## src/rtl/hwr_pkg.sv

```systemverilog
// Package: shared constants for the host word read transfer block.
// Assumes byte counters step by one 16-bit word (two bytes) per read.
package hwr_pkg;
    localparam int unsigned WORD_STEP   = 2;
    localparam int unsigned HOST_DEST_A = 2;
    localparam int unsigned HOST_DEST_B = 3;
endpackage

```

## src/rtl/hwr_addr_ctr.sv

```systemverilog
// Byte address counter. It loads on a start pulse and moves on by one word for
// each accepted read. It also provides the word-aligned buffer address.
// Assumes load and step are never active together (the read path gates step).
module hwr_addr_ctr #(
    parameter int CNT_W  = 16,
    parameter int BUF_AW = 14
) (
    input  logic              clk,
    input  logic              rst_n,
    input  logic              load,
    input  logic [CNT_W-1:0]  load_val,
    input  logic              step,
    output logic [CNT_W-1:0]  cnt,
    output logic [BUF_AW-1:0] word_addr
);
    localparam logic [CNT_W-1:0] STEP_V = CNT_W'(hwr_pkg::WORD_STEP);

    // Address register: reset, load, or advance.
    always_ff @(posedge clk) begin
        if (!rst_n)
            cnt <= '0;
        else if (load)
            cnt <= load_val;
        else if (step)
            cnt <= cnt + STEP_V;
    end

    // Buffer address: low buffer bits with bit 0 forced to zero.
    assign word_addr = {cnt[BUF_AW-1:1], 1'b0};
endmodule

```

## src/rtl/hwr_byte_ctr.sv

```systemverilog
// Remaining-byte counter with signed end detection. It counts down by one
// word per read. When the decremented value is zero or negative it flags the
// end and reloads a marker value instead.
module hwr_byte_ctr #(
    parameter int               CNT_W  = 16,
    parameter logic [CNT_W-1:0] RELOAD = 16'hF000
) (
    input  logic             clk,
    input  logic             rst_n,
    input  logic             load,
    input  logic [CNT_W-1:0] load_val,
    input  logic             step,
    output logic [CNT_W-1:0] cnt,
    output logic             done
);
    localparam logic [CNT_W-1:0] STEP_V = CNT_W'(hwr_pkg::WORD_STEP);

    logic [CNT_W-1:0] dec;

    // Decremented count and the signed "at most zero" test on it.
    always_comb begin
        dec  = cnt - STEP_V;
        done = step && (dec[CNT_W-1] || (dec == '0));
    end

    // Count register: reset, load, reload on end, or decrement.
    always_ff @(posedge clk) begin
        if (!rst_n)
            cnt <= '0;
        else if (load)
            cnt <= load_val;
        else if (step)
            cnt <= done ? RELOAD : dec;
    end
endmodule

```

## src/rtl/hwr_read_path.sv

```systemverilog
// Read acceptance and return path. It accepts a host strobe only while data
// enable is active and no start pulse is present. It issues the buffer read
// and marks the word valid one cycle later, when the synchronous buffer
// returns it.
module hwr_read_path #(
    parameter int BYTE_W = 8,
    parameter int BUF_AW = 14
) (
    input  logic                clk,
    input  logic                rst_n,
    input  logic                host_rd,
    input  logic                xfer_start,
    input  logic                xfer_en_n,
    input  logic [BUF_AW-1:0]   word_addr,
    input  logic [BYTE_W-1:0]   buf_even,
    input  logic [BYTE_W-1:0]   buf_odd,
    output logic                fire,
    output logic                buf_rd_en,
    output logic [BUF_AW-1:0]   buf_addr,
    output logic                host_valid,
    output logic [2*BYTE_W-1:0] host_data
);
    // Acceptance: the strobe counts only with enable active and no start.
    assign fire      = host_rd && !xfer_en_n && !xfer_start;
    assign buf_rd_en = fire;
    assign buf_addr  = word_addr;

    // Valid tracks the one-cycle buffer latency.
    always_ff @(posedge clk) begin
        if (!rst_n)
            host_valid <= 1'b0;
        else
            host_valid <= fire;
    end

    // Word assembly: the even byte goes in the upper half.
    assign host_data = host_valid ? {buf_even, buf_odd} : '0;
endmodule

```

## src/rtl/hwr_status.sv

```systemverilog
// Status flags, mode byte and interrupt pulse. The start pulse opens a
// transfer. The end-of-transfer strobe updates every flag and the mode byte
// on one edge. Assumes MODE_W > DEST_W + 1, so the ready and end bits sit
// above the destination field.
module hwr_status #(
    parameter int DEST_W = 3,
    parameter int MODE_W = 8
) (
    input  logic              clk,
    input  logic              rst_n,
    input  logic              start,
    input  logic [DEST_W-1:0] start_dest,
    input  logic              done,
    input  logic              end_ie,
    input  logic              lvl5_ie,
    output logic              xfer_en_n,
    output logic              xfer_busy_n,
    output logic              end_flag_n,
    output logic              end_irq,
    output logic [MODE_W-1:0] ctl_mode
);
    localparam int END_BIT = MODE_W - 1;
    localparam int RDY_BIT = MODE_W - 2;

    logic              is_host;
    logic [MODE_W-1:0] mode_d;

    // Host-read destination decode.
    assign is_host = (start_dest == DEST_W'(hwr_pkg::HOST_DEST_A)) ||
                     (start_dest == DEST_W'(hwr_pkg::HOST_DEST_B));

    // Next mode byte: fresh on start, end marked on completion.
    always_comb begin
        mode_d = ctl_mode;
        if (start) begin
            mode_d                 = '0;
            mode_d[DEST_W-1:0]     = start_dest;
            mode_d[RDY_BIT]        = is_host;
        end else if (done) begin
            mode_d[END_BIT]        = 1'b1;
            mode_d[RDY_BIT]        = 1'b0;
        end
    end

    // Flag, mode and interrupt registers.
    always_ff @(posedge clk) begin
        if (!rst_n) begin
            xfer_en_n   <= 1'b1;
            xfer_busy_n <= 1'b1;
            end_flag_n  <= 1'b1;
            end_irq     <= 1'b0;
            ctl_mode    <= '0;
        end else begin
            ctl_mode <= mode_d;
            end_irq  <= 1'b0;
            if (start) begin
                xfer_en_n   <= !is_host;
                xfer_busy_n <= 1'b0;
                end_flag_n  <= 1'b1;
            end else if (done) begin
                xfer_en_n   <= 1'b1;
                xfer_busy_n <= 1'b1;
                end_flag_n  <= 1'b0;
                end_irq     <= end_ie && lvl5_ie;
            end
        end
    end
endmodule

```

## src/rtl/hwr_xfer_top.sv

```systemverilog
// Host word read transfer counter, top level. Connects the address counter,
// the byte counter, the read path and the status logic. Assumes an external
// buffer that returns both bytes of a word one cycle after buf_rd_en.
module hwr_xfer_top #(
    parameter int               CNT_W      = 16,
    parameter int               BUF_AW     = 14,
    parameter int               BYTE_W     = 8,
    parameter int               DEST_W     = 3,
    parameter int               MODE_W     = 8,
    parameter logic [CNT_W-1:0] END_RELOAD = 16'hF000
) (
    input  logic                clk,
    input  logic                rst_n,
    input  logic                xfer_start,
    input  logic [DEST_W-1:0]   start_dest,
    input  logic [CNT_W-1:0]    start_addr,
    input  logic [CNT_W-1:0]    start_count,
    input  logic                host_rd,
    input  logic [BYTE_W-1:0]   buf_even,
    input  logic [BYTE_W-1:0]   buf_odd,
    input  logic                end_ie,
    input  logic                lvl5_ie,
    output logic                buf_rd_en,
    output logic [BUF_AW-1:0]   buf_addr,
    output logic                host_valid,
    output logic [2*BYTE_W-1:0] host_data,
    output logic                xfer_en_n,
    output logic                xfer_busy_n,
    output logic                end_flag_n,
    output logic                end_irq,
    output logic [MODE_W-1:0]   ctl_mode,
    output logic [CNT_W-1:0]    addr_cnt,
    output logic [CNT_W-1:0]    byte_cnt
);
    logic              fire;
    logic              done;
    logic [BUF_AW-1:0] word_addr;

    hwr_read_path #(.BYTE_W(BYTE_W), .BUF_AW(BUF_AW)) u_rd (
        .clk(clk), .rst_n(rst_n), .host_rd(host_rd), .xfer_start(xfer_start),
        .xfer_en_n(xfer_en_n), .word_addr(word_addr), .buf_even(buf_even),
        .buf_odd(buf_odd), .fire(fire), .buf_rd_en(buf_rd_en),
        .buf_addr(buf_addr), .host_valid(host_valid), .host_data(host_data)
    );

    hwr_addr_ctr #(.CNT_W(CNT_W), .BUF_AW(BUF_AW)) u_addr (
        .clk(clk), .rst_n(rst_n), .load(xfer_start), .load_val(start_addr),
        .step(fire), .cnt(addr_cnt), .word_addr(word_addr)
    );

    hwr_byte_ctr #(.CNT_W(CNT_W), .RELOAD(END_RELOAD)) u_cnt (
        .clk(clk), .rst_n(rst_n), .load(xfer_start), .load_val(start_count),
        .step(fire), .cnt(byte_cnt), .done(done)
    );

    hwr_status #(.DEST_W(DEST_W), .MODE_W(MODE_W)) u_stat (
        .clk(clk), .rst_n(rst_n), .start(xfer_start), .start_dest(start_dest),
        .done(done), .end_ie(end_ie), .lvl5_ie(lvl5_ie), .xfer_en_n(xfer_en_n),
        .xfer_busy_n(xfer_busy_n), .end_flag_n(end_flag_n), .end_irq(end_irq),
        .ctl_mode(ctl_mode)
    );
endmodule

```

## config.mk

```make
export PLATFORM = sky130hd
export DESIGN_NAME = hwr_xfer_top
export DESIGN_NICKNAME = d
export VERILOG_FILES = /design/src/rtl/hwr_pkg.sv /design/src/rtl/hwr_addr_ctr.sv /design/src/rtl/hwr_byte_ctr.sv /design/src/rtl/hwr_read_path.sv /design/src/rtl/hwr_status.sv /design/src/rtl/hwr_xfer_top.sv
export SDC_FILE = /design/constraint.sdc
export NUM_CORES = 1
export LEC_CHECK = 0
export ABC_AREA = 1
export ABC_CLOCK_PERIOD_IN_PS = 1990
export BUFFER_PORTS_ARGS = -buffer_cell sky130_fd_sc_hd__buf_2
export CAP_MARGIN = 0
export CORE_MARGIN = 2
export CORE_UTILIZATION = 25
export CTS_CLUSTER_SIZE = 10
export DETAILED_ROUTE_END_ITERATION = 8
export GPL_ROUTABILITY_DRIVEN = 0
export PLACE_DENSITY_LB_ADDON = 0.2
export SLEW_MARGIN = 20
export SYNTH_ARGS = -nofsm -noshare
export SYNTH_HDL_FRONTEND = slang
export SYNTH_SLANG_ARGS = --single-unit
```

## constraint.sdc

```tcl
create_clock -name clk -period 1.99 [get_ports clk]
set_input_delay 0.199 -clock clk [delete_from_list [all_inputs] [get_ports clk]]
set_output_delay 0.199 -clock clk [all_outputs]
set_load 0.01 [all_outputs]
```

==> qor.yml, run 1 <==
outcome: "finished, final reports clean"
insertion_delay_ns: 0.30
min_period_ns: 1.804
vias: 2973
dpl.cell_count: 661
routedWlPerCell_um: 12.10
setup.worst_path.end_class: "register"
syn-instance-count: 412
whs_path_depth: 3
cp_common_cell: "nand2_1"
ys_seq_area_share_pct: 32.61
min_to: "u_stat.end_irq$_SDFF_PP0_"
timing.final.ws_setup_ns: 0.1861
die_w_um: 105.6
startpoint_type: "register"
avgSynthCellArea_um2: 6.259
area_growth_pct: 34.74
die_h_um: 105.6
n_antenna_cell: 0
track_usage_pct: 14.45
slowest_stage: "dfxtp_2"
cp_slowest_stage_delay_ns: 0.35
antenna_found_initial: 0
min_from: "lvl5_ie"
drtIter0Drc: 97
post-route-period-util_pct: 90.65
die_area_um2: 11140
grt_pass1_vias: 2831
hold_viol_final: 0
syn_area_um2: 2579
critical_path.max_fanout: 9
ir_worst_vdd_mv: 0.2132
drv_slew: 0
relSlewSlack_pct: 65.77
cp-startpoint: "u_cnt.cnt[2]$_SDFFE_PN0N_"
grt_overflow: 0
drive_above_1_share_pct: 33.90
cts.sinks: 42
clkTransAtPathRegs_ns: 0.09
holdBufCountCts: 0
max-cap-violations: 0
p_per_area_nw_per_um2: 603.2
initial_core_util_pct: 25.32
fmax_mhz: 554.4
htree_levels: 2
setup_tns_ns: 0
grt_first_pass_wirelength_um: 13140
arrival_ns: 2.04
worstSetupPathType: "register to register"
port_buffers: 128
finalWirelength_um: 8107
via_per_inst: 4.437
fp-row-count: 37
synth_cell_type_count: 32
ys_ff_latch: 42
p_leak_nw: 1.861
r2r_setup_slack_ns: 0.19
placeableCoreArea_um2: 10180
stdcell_count: 670
cts_buffers: 5
power_w: 0.002096
synth_top_area_cell: "dfxtp_1"
drt_first_pass_iters: 5
rsz0062_at_grt: "yes"
hpwl_um: 6209
reg2reg_to: "u_cnt.cnt[13]$_SDFFE_PN0N_"
drc_errors: 0
root_buffer: "clkbuf_8"
cts_tree: "done"
grt_max_degree: 18
post-place-ws_ns: 0.05072
yosys-top-cells-area: "dfxtp_1, nand2_1, inv_1"
io-pin-count: 133
ant_nets: 0
ys_warn_count: 0
setup_viol: 0
ff2ff_path_depth: 16
nNetsFinal: 592
regArea_um2: 850.8
r2r_start: "u_cnt.cnt[2]$_SDFFE_PN0N_"
whs_ns: 0.1182
path_cells: "inv_2 > ha_4 > nand2_2 > nor2_4 > nand2_1 > nand2_1 > nand2_1 > inv_1 > nand2_1 > nor2_1 > nand2_1 > nand2_2 > nand2_4 > nand3_1 > nand2_1 > a21oi_1"
tightest_slew_ns: 0.5129
critical_path_required_ns: 2.22
fin_worst_skew_ns: 0.006560
multi_input_area_um2: 1421
synth_top_area_share_pct: 32.61
min_path_type: "primary input to register"
fill_cells: 1159
clk_path_buf_depth: 2
[per-stage QoR]
stage | util, % | area, um^2
5_1_grt | 34.12 | 3475
4_1_cts | 33.35 | 3397
3_5_place_dp | 32.46 | 3306
3_3_place_gp | 32.46 | 3306
2_1_floorplan | - | 2590
6_report | 34.12 | 3475
[critical path: cells and delay by family, from the launching register on]
family,cells,cell delay [ns]
adder cells (fa/ha/maj),1,0.15
buffers and inverters,2,0.13
flip-flops,1,0.35
AO/OA/AOI/OAI,1,0.11
AND/OR/NAND/NOR,12,1.01
[worst max path at each step]
stage                     cells after the start                         end
after floorplan                              15   u_cnt.cnt[4]$_SDFFE_PN0N_
after global placement                       15  u_cnt.cnt[13]$_SDFFE_PN0N_
after detailed placement                     16  u_cnt.cnt[13]$_SDFFE_PN0N_
after CTS                                    13  u_cnt.cnt[13]$_SDFFE_PN0N_
after global routing                         14  u_cnt.cnt[10]$_SDFFE_PN0N_
final                                        16  u_cnt.cnt[13]$_SDFFE_PN0N_
[cell usage after synthesis]
| library cell | instances |
|---|---|
| nand2_1 | 140 |
| inv_1 | 50 |
| dfxtp_1 | 42 |
| nor2_1 | 40 |
| a31oi_1 | 19 |
| nand3_1 | 18 |
| buf_4 | 17 |
| o21ai_0 | 14 |
| a21oi_1 | 11 |
| clkbuf_1 | 9 |
| nand2_2 | 5 |
| nor2_2 | 5 |
| nor3_1 | 5 |
| xnor2_1 | 5 |
| xor2_1 | 5 |
| nand3b_1 | 4 |
| nor2_4 | 3 |
| and2_1 | 2 |
| buf_1 | 2 |
| ha_1 | 2 |
| nand4_1 | 2 |
| o211ai_1 | 2 |
| a21boi_0 | 1 |
| buf_2 | 1 |
| buf_6 | 1 |
| clkinv_1 | 1 |
| conb_1 | 1 |
| inv_2 | 1 |
| o2111ai_1 | 1 |
| o21a_1 | 1 |
| o21bai_1 | 1 |
| o221ai_1 | 1 |
[sequential cells by signal, indices dropped and copies added, names as in the netlist]
register / count
u_stat.ctl_mode: 5
u_rd.host_valid: 1
u_stat.end_flag_n: 1
u_cnt.cnt: 16
u_addr.cnt: 16
u_stat.xfer_busy_n: 1
u_stat.end_irq: 1
u_stat.xfer_en_n: 1
[cell usage in the layout (no fill, tap or decap), drive strengths merged]
master / count
nand2: 145
buf: 141
inv: 51
nor2: 48
dfxtp: 42
a31oi: 19
nand3: 18
o21ai: 14
a21oi: 11
clkbuf: 7
xor2: 5
nor3: 5
xnor2: 5
nand3b: 4
conb: 4
and2: 2
nand4: 2
o211ai: 2
clkinv: 2
ha: 2
o2111ai: 1
a21boi: 1
o221ai: 1
o21bai: 1
o21a: 1
[layer usage]
layer	track usage (%)	up-vias	share of wire, %
met1	17.38	1347	45
li1	-	1519	-
met5	0	-	0
met2	26.31	100	48
met3	2.474	7	6.5
met4	4.041	0	1.1
[area by class of cell]
type	instances	area share, %
Multi-Input combinational cell	291	40.91
Sequential cell	42	24.49
Timing Repair Buffer	141	21.46
Inverter	52	5.618
Tap cell	136	4.897
Clock buffer	7	2.485
Clock inverter	1	0.1440
[cell families (layout without fill, tap and decap cells)]
logic type | Yosys count | count (layout) | share of synthesized area, %
flops | 42 | 42 | 32.61
xor+xnor | 10 | 10 | 3.396
other cells | 1 | 4 | 0.1454
buf+inv | 82 | 201 | 14.75
simple gates | 224 | 224 | 36.54
compound gates | 51 | 51 | 11.60
fa+ha+maj | 2 | 2 | 0.9702
[what timing repair did]
item | in CTS | in global routing
endpoints found under the setup margin | 0 | 24
resized for setup | 0 | 27
setup buffers | 0 | 1
[power breakdown]
group          switching (W)  internal, W  total, W
Sequential         0.0000662     0.000893  0.000959
Clock               0.000316     0.000281  0.000597
Combinational       0.000313     0.000226  0.000539
Total               0.000696      0.00140   0.00210
Power figures use the tool's default switching activity.
==> inputs of run 2 (changes only) <==
--- a/config.mk
+++ b/config.mk
@@ -9,7 +9,7 @@
 export ABC_CLOCK_PERIOD_IN_PS = 1990
 export BUFFER_PORTS_ARGS = -buffer_cell sky130_fd_sc_hd__buf_2
 export CAP_MARGIN = 0
-export CORE_MARGIN = 2
+export CORE_MARGIN = 10
 export CORE_UTILIZATION = 25
 export CTS_CLUSTER_SIZE = 10
 export DETAILED_ROUTE_END_ITERATION = 8
==> run 2 against run 1 <==
Die area grew 33%. Non-clock buffer count up 5. Power up 1.7%. Register-to-register slack lost 0.11 ns. Critical endpoint is now u_cnt.cnt[4]$_SDFFE_PN0N_. Critical path type unchanged. First-iteration DRC count increased by 12%. Largest power group unchanged. Sequential share of layout area down 0.74 points. Cell count grew 0.75%.
==> qor.yml, run 2 (synthesized netlist as in run 1, its figures left out) <==
p_leak_nw: 1.914  # +2.8%
placeableCoreArea_um2: 10180  # unchanged
fmax_mhz: 521.7  # -5.9%
vias: 2976  # +0.10%
cts.sinks: 42  # unchanged
min_from: "lvl5_ie"
final_util_pct: 35.59  # +1.5 points
track_usage_pct: 11.76  # -2.7 points
via_per_inst: 4.409  # -0.64%
htree_levels: 2  # unchanged
critical_path_required_ns: 2.17  # -0.05 ns
n_antenna_cell: 0  # unchanged
cts_tree: "done"
wl_met1_um: 3933  # +8.5%
drt_first_pass_iters: 4  # -1
p_per_area_nw_per_um2: 587.8  # -2.5%
grt_overflow: 0  # unchanged
insertion_delay_ns: 0.29  # about the same
die_h_um: 121.6  # +15%
routedWlPerCell_um: 13.99  # +16%
hpwl_um: 7376  # +19%
p_comb_share_pct: 27.3  # +1.6 points
die_w_um: 121.6  # +15%
setup_tns_ns: 0  # unchanged
io-pin-count: 133  # unchanged
power_frac_seq_pct: 45.2  # -0.6 points
wl_met2_um: 4695  # +22%
worstSetupPathType: "register to register"
critical_path.max_fanout: 6  # -3
min_period_ns: 1.917  # +0.1130 ns
post-route-period-util_pct: 96.32  # +5.7 points
rsz0062_at_grt: "yes"
drive_above_1_share_pct: 37.66  # +3.8 points
layout_commonest_cell: "nand2_1"
grt_max_degree: 18  # unchanged
cp-startpoint: "u_cnt.cnt[2]$_SDFFE_PN0N_"
cts_buffers: 5  # unchanged
relSlewSlack_pct: 64.62  # -1.2 points
max-cap-violations: 0  # unchanged
clk_path_buf_depth: 2  # unchanged
layout_common_cells: "nand2_1, buf_2, inv_1"
dr_wl_met3_um: 700  # +34%
grt_first_pass_wirelength_um: 14230  # +8.2%
antenna_found_initial: 0  # unchanged
setup.worst_path.end_class: "register"
arrival_ns: 2.10  # +0.06 ns
drv_slew: 0  # unchanged
min_path_type: "primary input to register"
drc_errors: 0  # unchanged
area_growth_pct: 40.56
p_switching_w: 0.0007104  # +2.1%
largestRegisters: "u_addr.cnt (16), u_cnt.cnt (16), u_stat.ctl_mode (5)"
hold_viol_final: 0  # unchanged
power_w: 0.002131  # +1.7%
highest_layer: "met4"
drtIter0Drc: 109  # +12%
fin_worst_skew_ns: 0.006797  # +0.0002368 ns
setup_viol: 0  # unchanged
fill_cells: 1132  # -2.3%
internal-power_w: 0.001420  # +1.5%
port_buffers: 128  # unchanged
initial_core_util_pct: 25.32  # unchanged
ant_nets: 0  # unchanged
tightest_slew_ns: 0.5301  # +0.01727 ns
ir_worst_vdd_mv: 0.2243  # +5.2%
r2r_start: "u_cnt.cnt[2]$_SDFFE_PN0N_"
sw_frac_of_total_pct: 33.34  # +0.13 points
root_buffer: "clkbuf_8"
fp-row-count: 37  # unchanged
nNetsFinal: 597  # +0.84%
startpoint_type: "register"
clkPwrFrac_pct: 27.5  # -1.0 points
grt_pass1_vias: 2815  # -0.57%
die_area_um2: 14780  # +33%
outcome: "finished, final reports clean"
clkTransAtPathRegs_ns: 0.08  # about the same
finalWirelength_um: 9446  # +17%
==> run 2: cell count changes in the layout (fill, tap and decap cells not counted), sizes merged <==
cell    before  now
clkbuf       7    8
buf        141  145
==> run 2: metrics by stage <==
step / cells / worst slack, ns / hold slack [ns] / area (um^2)
after CTS: 670 / -0.01444 / 0.1153 / 3410
after detailed placement: 662 / 0.02022 / 0.4287 / 3313
final: 675 / 0.07316 / 0.1264 / 3625
after global placement: 662 / 0.07788 / 0.4276 / 3313
after global routing: 675 / -0.04719 / 0.1118 / 3625
after floorplan: 415 / 0.1857 / 0.3232 / 2590
==> run 2: final timing paths <==
kind | endpoint | slack (ns) | cells after the start
worst max-delay path | u_cnt.cnt[4]$_SDFFE_PN0N_ | 0.07 | 16
worst min-delay path | u_stat.end_irq$_SDFF_PP0_ | 0.13 | 3
worst max register to register | u_cnt.cnt[4]$_SDFFE_PN0N_ | 0.07 | 16
worst min register to register | u_stat.end_flag_n$_SDFFE_PP1P_ | 0.45 | 2
==> run 2: metal layers <==
metal  global-route usage, %  vias up
li1                        -     1528
met5                       0        -
met2                   21.62       89
met1                   13.02     1351
met4                   3.130        0
met3                   3.145        8
==> run 2: cell type report <==
cell class                      instances  area (um^2)  area share, %
Inverter                               52        195.2          5.385
Clock inverter                          1        5.005         0.1381
Tap cell                              136        170.2          4.695
Sequential cell                        42        860.8          23.75
Timing Repair Buffer                  146        805.8          22.23
Multi-Input combinational cell        291         1501          41.42
Clock buffer                            7        86.33          2.382
==> run 2: timing repair <==
action                     CTS  global route
setup endpoints to repair    1            24
setup buffers                0             4
pin swaps                    0            24
resized for setup            1            50
gates cloned                 0             1
hold buffers                 0             0
==> run 2: critical path, stage by stage (launching register included) <==
cell,delay (ns)
dfxtp_2,0.33
inv_2,0.07
ha_4,0.17
nand2_4,0.06
nor2_4,0.16
nand2_1,0.08
nand2_1,0.09
nand2_2,0.07
inv_2,0.06
nand2_1,0.05
nor2_1,0.10
nand2_1,0.07
nand2_2,0.12
nor2_4,0.07
clkbuf_16,0.17
nand2_1,0.07
a31oi_1,0.07
==> run 2: power groups by stage <==
| stage | sequential (W) | clock (W) | combinational, W |
|---|---|---|---|
| CTS | 0.000954 | 0.000619 | 0.000534 |
| finish | 0.000963 | 0.000585 | 0.000582 |
| global route | 0.000974 | 0.000652 | 0.000656 |
| floorplan | 0.000985 | 0 | 0.000319 |
| detailed placement | 0.000974 | 0 | 0.000529 |
| global placement | 0.000971 | 0 | 0.000524 |
